### src/rtl/nib_cart_pkg.sv
package nib_cart_pkg;
  localparam logic [15:0] PORT_DATA_ADDR  = 16'hA000;
  localparam logic [15:0] PORT_INDEX_ADDR = 16'hA001;

  localparam logic [7:0] IX_BANK_LO = 8'h00;
  localparam logic [7:0] IX_BANK_HI = 8'h01;
  localparam logic [7:0] IX_VAL_LO  = 8'h04;
  localparam logic [7:0] IX_VAL_HI  = 8'h05;
  localparam logic [7:0] IX_COMMAND = 8'h06;
  localparam logic [7:0] IX_ADDR_LO = 8'h07;
  localparam logic [7:0] IX_READY   = 8'h0A;
  localparam logic [7:0] IX_RET_LO  = 8'h0C;
  localparam logic [7:0] IX_RET_HI  = 8'h0D;

  localparam logic [3:0] SEL_MINUTES = 4'd3;
  localparam logic [3:0] SEL_HOURS   = 4'd6;

  typedef enum logic [2:0] {
    OP_RAM_STORE = 3'd0,
    OP_RAM_FETCH = 3'd1,
    OP_CLK_FETCH = 3'd2,
    OP_CLK_STORE = 3'd3,
    OP_SEC_FETCH = 3'd4
  } port_op_e;
endpackage

### src/rtl/nib_cart_bank_map.sv
module nib_cart_bank_map #(
  parameter int ROM_BANKS = 32,
  localparam int BANK_W = (ROM_BANKS > 1) ? $clog2(ROM_BANKS) : 1,
  localparam int ROM_AW = 14 + BANK_W
) (
  input  logic              clk,
  input  logic              rst,
  input  logic [15:0]       cpu_addr,
  input  logic              ld_lo,
  input  logic              ld_hi,
  input  logic [3:0]        ld_data,
  output logic [ROM_AW-1:0] rom_addr
);
  localparam logic [4:0] BANK_MASK = 5'(ROM_BANKS - 1);

  logic [4:0] bank_q;
  logic [4:0] bank_sel;

  assign bank_sel = bank_q & BANK_MASK;

  always_ff @(posedge clk) begin
    if (rst) begin
      bank_q   <= '0;
      rom_addr <= '0;
    end else begin
      if (ld_lo) bank_q[3:0] <= ld_data;
      if (ld_hi) bank_q[4]   <= ld_data[0];
      if (!cpu_addr[15]) begin
        if (cpu_addr[14]) rom_addr <= ROM_AW'({bank_sel, cpu_addr[13:0]});
        else              rom_addr <= ROM_AW'(cpu_addr[13:0]);
      end
    end
  end
endmodule

### src/rtl/nib_cart_save_ram.sv
module nib_cart_save_ram #(
  parameter int DEPTH = 32,
  parameter int WIDTH = 8,
  localparam int AW = $clog2(DEPTH)
) (
  input  logic             clk,
  input  logic             we,
  input  logic             re,
  input  logic [AW-1:0]    addr,
  input  logic [WIDTH-1:0] wd,
  output logic [WIDTH-1:0] q
);
  logic [WIDTH-1:0] mem [DEPTH];

  always_ff @(posedge clk) begin
    if (we) mem[addr] <= wd;
    if (re) q <= mem[addr];
  end
endmodule

### src/rtl/nib_cart_port.sv
module nib_cart_port
  import nib_cart_pkg::*;
(
  input  logic        clk,
  input  logic        rst,
  input  logic [15:0] cpu_addr,
  input  logic [7:0]  cpu_wdata,
  input  logic        cpu_wr,
  input  logic        cpu_rd,
  output logic [7:0]  cpu_rdata,
  output logic        bank_ld_lo,
  output logic        bank_ld_hi,
  output logic        ram_we,
  output logic        ram_re,
  output logic [4:0]  ram_addr,
  output logic [7:0]  ram_wd,
  input  logic [7:0]  ram_q,
  input  logic [3:0]  clk_min_tens,
  input  logic [3:0]  clk_min_ones,
  input  logic [3:0]  clk_hour_tens,
  input  logic [3:0]  clk_hour_ones,
  input  logic [3:0]  clk_sec,
  output logic        clk_wr_en,
  output logic        clk_wr_hour,
  output logic [3:0]  clk_wr_tens,
  output logic [3:0]  clk_wr_ones,
  output logic [7:0]  idx_q,
  output logic [3:0]  ret_hi,
  output logic [3:0]  ret_lo,
  output logic        rd_pend
);
  logic [3:0] val_lo_q, val_hi_q, addr_lo_q;
  logic       idx_wr, dat_wr, cmd_wr;
  port_op_e   op;
  logic       sel_min, sel_hour;

  assign idx_wr   = cpu_wr && (cpu_addr == PORT_INDEX_ADDR);
  assign dat_wr   = cpu_wr && (cpu_addr == PORT_DATA_ADDR);
  assign cmd_wr   = dat_wr && (idx_q == IX_COMMAND);
  assign op       = port_op_e'(cpu_wdata[3:1]);
  assign sel_min  = (addr_lo_q == SEL_MINUTES);
  assign sel_hour = (addr_lo_q == SEL_HOURS);

  assign bank_ld_lo = dat_wr && (idx_q == IX_BANK_LO);
  assign bank_ld_hi = dat_wr && (idx_q == IX_BANK_HI);
  assign ram_addr   = {cpu_wdata[0], addr_lo_q};
  assign ram_wd     = {val_hi_q, val_lo_q};
  assign ram_we     = cmd_wr && (op == OP_RAM_STORE);
  assign ram_re     = cmd_wr && (op == OP_RAM_FETCH);

  always_ff @(posedge clk) begin
    if (rst) begin
      idx_q       <= '0;
      val_lo_q    <= '0;
      val_hi_q    <= '0;
      addr_lo_q   <= '0;
      ret_hi      <= '0;
      ret_lo      <= '0;
      rd_pend     <= 1'b0;
      clk_wr_en   <= 1'b0;
      clk_wr_hour <= 1'b0;
      clk_wr_tens <= '0;
      clk_wr_ones <= '0;
      cpu_rdata   <= '0;
    end else begin
      rd_pend   <= ram_re;
      clk_wr_en <= 1'b0;
      if (rd_pend) begin
        ret_hi <= ram_q[7:4];
        ret_lo <= ram_q[3:0];
      end
      if (idx_wr) idx_q <= cpu_wdata;
      if (dat_wr) begin
        case (idx_q)
          IX_VAL_LO:  val_lo_q  <= cpu_wdata[3:0];
          IX_VAL_HI:  val_hi_q  <= cpu_wdata[3:0];
          IX_ADDR_LO: addr_lo_q <= cpu_wdata[3:0];
          default: ;
        endcase
      end
      if (cmd_wr) begin
        case (op)
          OP_CLK_FETCH: begin
            if (sel_min) begin
              ret_hi <= clk_min_tens;
              ret_lo <= clk_min_ones;
            end else if (sel_hour) begin
              ret_hi <= clk_hour_tens;
              ret_lo <= clk_hour_ones;
            end else begin
              ret_hi <= 4'd1;
              ret_lo <= 4'd1;
            end
          end
          OP_CLK_STORE: begin
            if (sel_min || sel_hour) begin
              clk_wr_en   <= 1'b1;
              clk_wr_hour <= sel_hour;
              clk_wr_tens <= val_hi_q;
              clk_wr_ones <= val_lo_q;
            end
          end
          OP_SEC_FETCH: ret_lo <= clk_sec;
          default: ;
        endcase
      end
      if (cpu_rd && cpu_addr[15]) begin
        case (idx_q)
          IX_READY:  cpu_rdata <= 8'd1;
          IX_RET_LO: cpu_rdata <= {4'h0, ret_lo};
          IX_RET_HI: cpu_rdata <= {4'h0, ret_hi};
          default:   cpu_rdata <= 8'd0;
        endcase
      end
    end
  end
endmodule

### src/rtl/nib_cart_mapper.sv
module nib_cart_mapper #(
  parameter int ROM_BANKS = 32,
  parameter int RAM_BYTES = 32,
  localparam int BANK_W = (ROM_BANKS > 1) ? $clog2(ROM_BANKS) : 1,
  localparam int ROM_AW = 14 + BANK_W
) (
  input  logic              clk,
  input  logic              rst,
  input  logic [15:0]       cpu_addr,
  input  logic [7:0]        cpu_wdata,
  input  logic              cpu_wr,
  input  logic              cpu_rd,
  output logic [7:0]        cpu_rdata,
  output logic [ROM_AW-1:0] rom_addr,
  input  logic [3:0]        clk_min_tens,
  input  logic [3:0]        clk_min_ones,
  input  logic [3:0]        clk_hour_tens,
  input  logic [3:0]        clk_hour_ones,
  input  logic [3:0]        clk_sec,
  output logic              clk_wr_en,
  output logic              clk_wr_hour,
  output logic [3:0]        clk_wr_tens,
  output logic [3:0]        clk_wr_ones
);
  logic       bank_ld_lo, bank_ld_hi;
  logic       ram_we, ram_re;
  logic [4:0] ram_addr;
  logic [7:0] ram_wd, ram_q;
  logic [7:0] idx_q;
  logic [3:0] ret_hi, ret_lo;
  logic       rd_pend;

  nib_cart_bank_map #(.ROM_BANKS(ROM_BANKS)) u_bank (
    .clk(clk), .rst(rst), .cpu_addr(cpu_addr),
    .ld_lo(bank_ld_lo), .ld_hi(bank_ld_hi), .ld_data(cpu_wdata[3:0]),
    .rom_addr(rom_addr)
  );

  nib_cart_save_ram #(.DEPTH(RAM_BYTES), .WIDTH(8)) u_ram (
    .clk(clk), .we(ram_we), .re(ram_re), .addr(ram_addr[$clog2(RAM_BYTES)-1:0]),
    .wd(ram_wd), .q(ram_q)
  );

  nib_cart_port u_port (
    .clk(clk), .rst(rst), .cpu_addr(cpu_addr), .cpu_wdata(cpu_wdata),
    .cpu_wr(cpu_wr), .cpu_rd(cpu_rd), .cpu_rdata(cpu_rdata),
    .bank_ld_lo(bank_ld_lo), .bank_ld_hi(bank_ld_hi),
    .ram_we(ram_we), .ram_re(ram_re), .ram_addr(ram_addr), .ram_wd(ram_wd),
    .ram_q(ram_q),
    .clk_min_tens(clk_min_tens), .clk_min_ones(clk_min_ones),
    .clk_hour_tens(clk_hour_tens), .clk_hour_ones(clk_hour_ones),
    .clk_sec(clk_sec),
    .clk_wr_en(clk_wr_en), .clk_wr_hour(clk_wr_hour),
    .clk_wr_tens(clk_wr_tens), .clk_wr_ones(clk_wr_ones),
    .idx_q(idx_q), .ret_hi(ret_hi), .ret_lo(ret_lo), .rd_pend(rd_pend)
  );
endmodule

### config.mk
export PLATFORM = sky130hd
export DESIGN_NAME = nib_cart_mapper
export DESIGN_NICKNAME = d
export VERILOG_FILES = /design/src/rtl/nib_cart_pkg.sv /design/src/rtl/nib_cart_bank_map.sv /design/src/rtl/nib_cart_save_ram.sv /design/src/rtl/nib_cart_port.sv /design/src/rtl/nib_cart_mapper.sv
export SDC_FILE = /design/constraint.sdc
export NUM_CORES = 1
export LEC_CHECK = 0
export ABC_AREA = 1
export BUFFER_PORTS_ARGS = -buffer_cell sky130_fd_sc_hd__buf_2
export CAP_MARGIN = 0
export CORE_MARGIN = 2
export CORE_UTILIZATION = 40
export CTS_CLUSTER_DIAMETER = 40
export DETAILED_ROUTE_END_ITERATION = 10
export PLACE_DENSITY = 0.6
export SKIP_CTS_REPAIR_TIMING = 1
export SLEW_MARGIN = 5
export SYNTH_ARGS = -nofsm -noshare
export SYNTH_HDL_FRONTEND = slang
export SYNTH_SLANG_ARGS = --single-unit
### constraint.sdc
create_clock -name clk -period 2.1 [get_ports clk]
set_input_delay 0.105 -clock clk [delete_from_list [all_inputs] [get_ports clk]]
set_output_delay 0.105 -clock clk [all_outputs]
set_load 0.01 [all_outputs]
## After elaboration in Yosys (flattened, before gate mapping)

Memory sizes are Yosys's and may differ from the RTL's. A register that Yosys moved wholly into a read port is not among the register bits.
Index checks and enable logic that the tools add are counted.

| storage, ports and cells | value |
|---|---|
| memories kept | 1 |
| output and inout port bits | 37 |
| latch bits | 0 |
| bits in read-only memories | 0 |
| register bits | 71 |
| memory bits (writable) | 256 |

Memories:

| memory | words | bits a word | read ports | clocked after Yosys merged registers in | wr ports | line | source |
|---|---|---|---|---|---|---|---|
| u_ram.mem | 32 | 8 | 1 | 1 | 1 | nib_cart_save_ram.sv:13 | `logic [WIDTH-1:0] mem [DEPTH];` |

| cells by class | value |
|---|---|
| mux-type cells | 15 |
| bitwise gates (word level) | 2 |
| multiply operators | 0 |
| add/sub/neg operators | 0 |
| div/mod/pow operators | 0 |
| equal/unequal tests | 16 |
| reductions and logical operators | 16 |
| shift operators | 0 |
| $lt $le $gt $ge | 0 |

Operators with widths:

| operator | number |
|---|---|
| $mux W4 | 9 |
| $eq A16 B16 Y1 const B | 2 |
| $eq A8 B3 Y1 const B | 4 |
| $eq A8 B4 Y1 const B | 3 |
| $mux W19 | 1 |
| $pmux W4 S3 | 1 |
| $eq A8 B1 Y1 const B | 1 |
| $logic_and A1 B1 Y1 | 8 |
| $logic_not A8 Y1 | 1 |
| $pmux W4 S2 | 1 |
| $eq A3 B2 Y1 const B | 2 |
| $reduce_and A2 Y1 | 3 |
| $eq A4 B2 Y1 const B | 1 |
| $eq A4 B3 Y1 const B | 1 |
| $eq A3 B1 Y1 const B | 1 |
| $eq A3 B3 Y1 const B | 1 |
| $logic_not A3 Y1 | 1 |
| $mux W1 | 3 |
| $reduce_and A3 Y1 | 1 |
| $reduce_or A3 Y1 | 1 |
| $not A1 Y1 | 2 |
| $logic_or A1 B1 Y1 | 1 |

## Logic depth before layout (Yosys ltp)

| logic depth | value |
|---|---|
| word-level depth | 6 |
| depth in mapped cells | 11 |
| gate-level depth less buffers | 10 |

## Cells and area by module

Synthesis repeated with hierarchy kept, for this count alone.

| unflattened totals | value |
|---|---|
| cell total of the unflattened synthesis | 1573 |
| area total of the unflattened synthesis | 14487.6 µm² |

By module, submodules not included:

| module | seq. area each (µm²) | instances | cells an instance | area an instance (µm²) |
|---|---|---|---|---|
| nib_cart_save_ram | 7927.6 | 1 | 1063 | 11068.1 |
| nib_cart_port | 860.8 | 1 | 394 | 2489.9 |
| nib_cart_bank_map | 480.5 | 1 | 116 | 929.6 |

## Least setup slack after synthesis

Ideal clock, no wire load.

| path | value |
|---|---|
| kind | register -> register |
| start point | register u_port.addr_lo_q[2] |
| end point | memory u_ram.mem[0][0] (enable) |
| data required time | 1.730 ns |
| stages on the path, launching flop included | 7 |
| arrival | 1.548 ns |
| path buffers | 3 |
| slack | 0.182 ns |
| cell sequence | dfxtp_1 -> buf_4 -> nor2_1 -> buf_2 -> buf_1 -> nand2_1 -> nor2_1 |

RTL lines:

| item | line | source |
|---|---|---|
| start: declaration | nib_cart_port.sv:32 | `logic [3:0] val_lo_q, val_hi_q, addr_lo_q;` |
| start signal: assignment | nib_cart_port.sv:77 | `IX_ADDR_LO: addr_lo_q <= cpu_wdata[3:0];` |
| end: declaration | nib_cart_save_ram.sv:13 |  |

Straight into the memory's write port.

## Worst setup path in the final report

| path | value |
|---|---|
| start point | register u_port.addr_lo_q[1] |
| end point | memory u_ram.mem[22][5] (enable) |

Straight into the memory's write port.

==> results.yml <==
timing:
  fin_hold_ws_ns: 0.0158
  slew_headroom: 0.644
  drv_slew: 0
  worst_slack_ns: 0.109
  fin_skew_ns: 0.0206
  finalSetupViolations: 0
  tightest_slew_ns: 0.535
  finalSetupTns_ns: 0
  hold_viol: 0
  post-route-period-util: 0.948
  period_needed_ns: 1.99
  rsz0062_at_grt: "false"
  max_freq_mhz: 502
logic_synthesis:
  synth_async_sr_flop_share: 0
  synth-seq-cells: 331
  synth-edff-count: 264
  yosys_warnings: 0
  yosysSeqAreaShare: 0.662
  syn_inst: 1472
  synthTopCellsByArea: "edfxtp_1 57%, nand2_1 16%, dfxtp_1 9.6%, nor2_1 5.8%, nand3_1 2.8%"
  avgSynthCellArea_um2: 9.51
  ys_types: 29
  synth_top_cell_by_area: "edfxtp_1"
  synth_flop_cell: "edfxtp_1"
  netlist_area_um2: 14000
  yosys.area.top_type_share: 0.566
routing:
  wl_met1_mm: 16.2
  vias: 10600
  firstDrtPassIters: 5
  drtIter0Drc: 859
  wl_met2_mm: 17.6
  route.detailed.drc: 0
  wl_per_cell_um: 17.6
  via_per_inst: 4.95
  drtAntennaViolNets: 0
  met3_wirelength_mm: 2.68
  highest_layer: "met4"
  wl_mm: 37.5
floorplan:
  io_pins: 85
  die_y_um: 191
  die_w_um: 191
  die-area_um2: 36500
  core_um2: 34500
  rows: 68
  start_util: 0.405
critical_path:
  end_kind: "flip-flop"
  worst-setup-path-type: "reg2reg"
  crit_family: "simple AND/OR/NAND/NOR gates"
  crit_path_cell_trace: "inv_2 > nor2_2 > buf_4 > nand3_4 > nor2_1 > buf_4"
  cp.required_ns: 2.35
  max_stage_delay_ns: 0.51
  crit_slowest_cell: "dfxtp_1"
  r2r_slack_ns: 0.11
  worstPathArrival_ns: 2.24
  crit_path_max_fanout: 18
  path_buf_inv: 3
  cpMostUsedCell: "buf_4"
  setup.worst_path.start_class: "flip-flop"
pwr:
  ir_drop_mv: 0.518
  power-per-cell-area_nw_per_um2: 856
  leakagePower_nw: 7.11
final_layout:
  area_growth_syn_to_layout_pct: 22.6
  diodes: 0
  nets: 1697
  drive_gt1_frac: 0.153
  layout.core_utilization: 0.497
  design_area_um2: 17200
placed_design:
  place_congestion: 0.848
  pre_cts_ws_ns: 0.0694
  place_hpwl_mm: 23.5
  port_buffers: 80
  place_area_um2: 15300
clock_network:
  cts_sinks: 331
  cts-root-buf: "clkbuf_16"
  clock_path_buffers: 3
  clk_pin_slew_ns: 0.06
  insertion_delay_ns: 0.54
  cts_buffers: 45
  cts_tree: "done"
  cts_max_level: 2
hold_path:
  holdCritPathClass: "in2reg"
grt:
  antenna_found_initial: 0
  overflow: 0
  grtUsageTotal: 0.203
  first_global_vias: 10100
  grt_max_degree: 48
  grt_pass1_wl_mm: 56.5
flow_run:
  drv_cap: 0
run_status:
  outcome: "finished, final reports clean"
-- placed cells by master (no fill, tap or decap), types with 22 or more instances in the layout --
master / instances
a21oi_1: 22
buf_2: 80
buf_4: 73
clkbuf_16: 45
dfxtp_1: 66
dlygate4sd3_1: 37
edfxtp_1: 264
inv_1: 53
nand2_1: 611
nand3_1: 78
nor2_1: 214
o21ai_0: 41
-- cells in the mapped netlist, types with 2 or more instances --
cell type	number
a21oi_1	23
a22o_1	2
buf_1	11
buf_2	25
buf_4	9
clkbuf_1	24
dfxtp_1	67
edfxtp_1	264
inv_1	53
inv_2	5
mux2i_1	4
nand2_1	611
nand3_1	78
nand3_4	4
nand4_1	14
nor2_1	217
nor2_2	5
nor2_4	2
nor3_1	2
o21ai_0	41
o21bai_1	3
-- stage by stage --
step | total power [mW] | cells
after global routing | 15.1 | 2138
after detailed placement | 7.40 | 2019
after global placement | 7.40 | 2019
after CTS | 14.7 | 2100
after floorplan | 7.28 | 1475
final | 14.7 | 2138
-- flip-flops by register name (all words and copies together), names as in the netlist, 5 cells and up --
register         flops
u_ram.q              8
u_port.idx_q         8
u_bank.rom_addr     19
u_ram.mem          256
u_bank.bank_q        5
-- area by class of cell --
cell class              count  area [um2]
inverters                  59         224
clock buffers              48        1140
flip-flops and latches    331        9270
well taps                 455         569
fillers                  3212       17400
clock inverters            33         315
repair buffers            196        1440
multi-input cells        1016        4210
-- tightest hold or removal path, delay by kind of cell --
family,cells,cell delay [ns]
and+or+nand+nor,6,0.33
buffers and inverters,1,0.07
-- metal layers --
metal,up-vias,track usage
li1,5156,-
met1,4971,0.268
met2,384,0.335
met3,71,0.0356
met4,0,0.0778
met5,-,0
-- worst paths after layout --
path	start	to	cells after the start
max	u_port.addr_lo_q[1]$_SDFFE_PP0P_	u_ram.mem[22][5]$_DFFE_PP_	6
min	clk_hour_ones[1]	u_port.ret_lo[1]$_SDFF_PP0_	7
max reg2reg	u_port.addr_lo_q[1]$_SDFFE_PP0P_	u_ram.mem[22][5]$_DFFE_PP_	6
min reg2reg	u_port.cpu_rdata[3]$_SDFFE_PP0P_	u_port.cpu_rdata[3]$_SDFFE_PP0P_	2
-- power breakdown --
group	leakage [nW]	total [mW]	switching (mW)	internal [mW]
Combinational	3.41	0.306	0.172	0.134
Clock	0.711	7.36	2.90	4.47
Sequential	2.99	7.02	0.0100	7.01
-- cells by family (layout without fill, tap and decap cells) --
group                  after synthesis  count (layout)  share of synthesized area
buffers and inverters              128             336                     0.0391
AND/OR/NAND/NOR                    937             937                      0.269
flip-flops                         331             331                      0.662
multiplexers                         5               5                    0.00366
AO/OA/AOI/OAI                       70              70                     0.0262
other                                1               4                   0.000268
(Power assumes the default switching activity.)
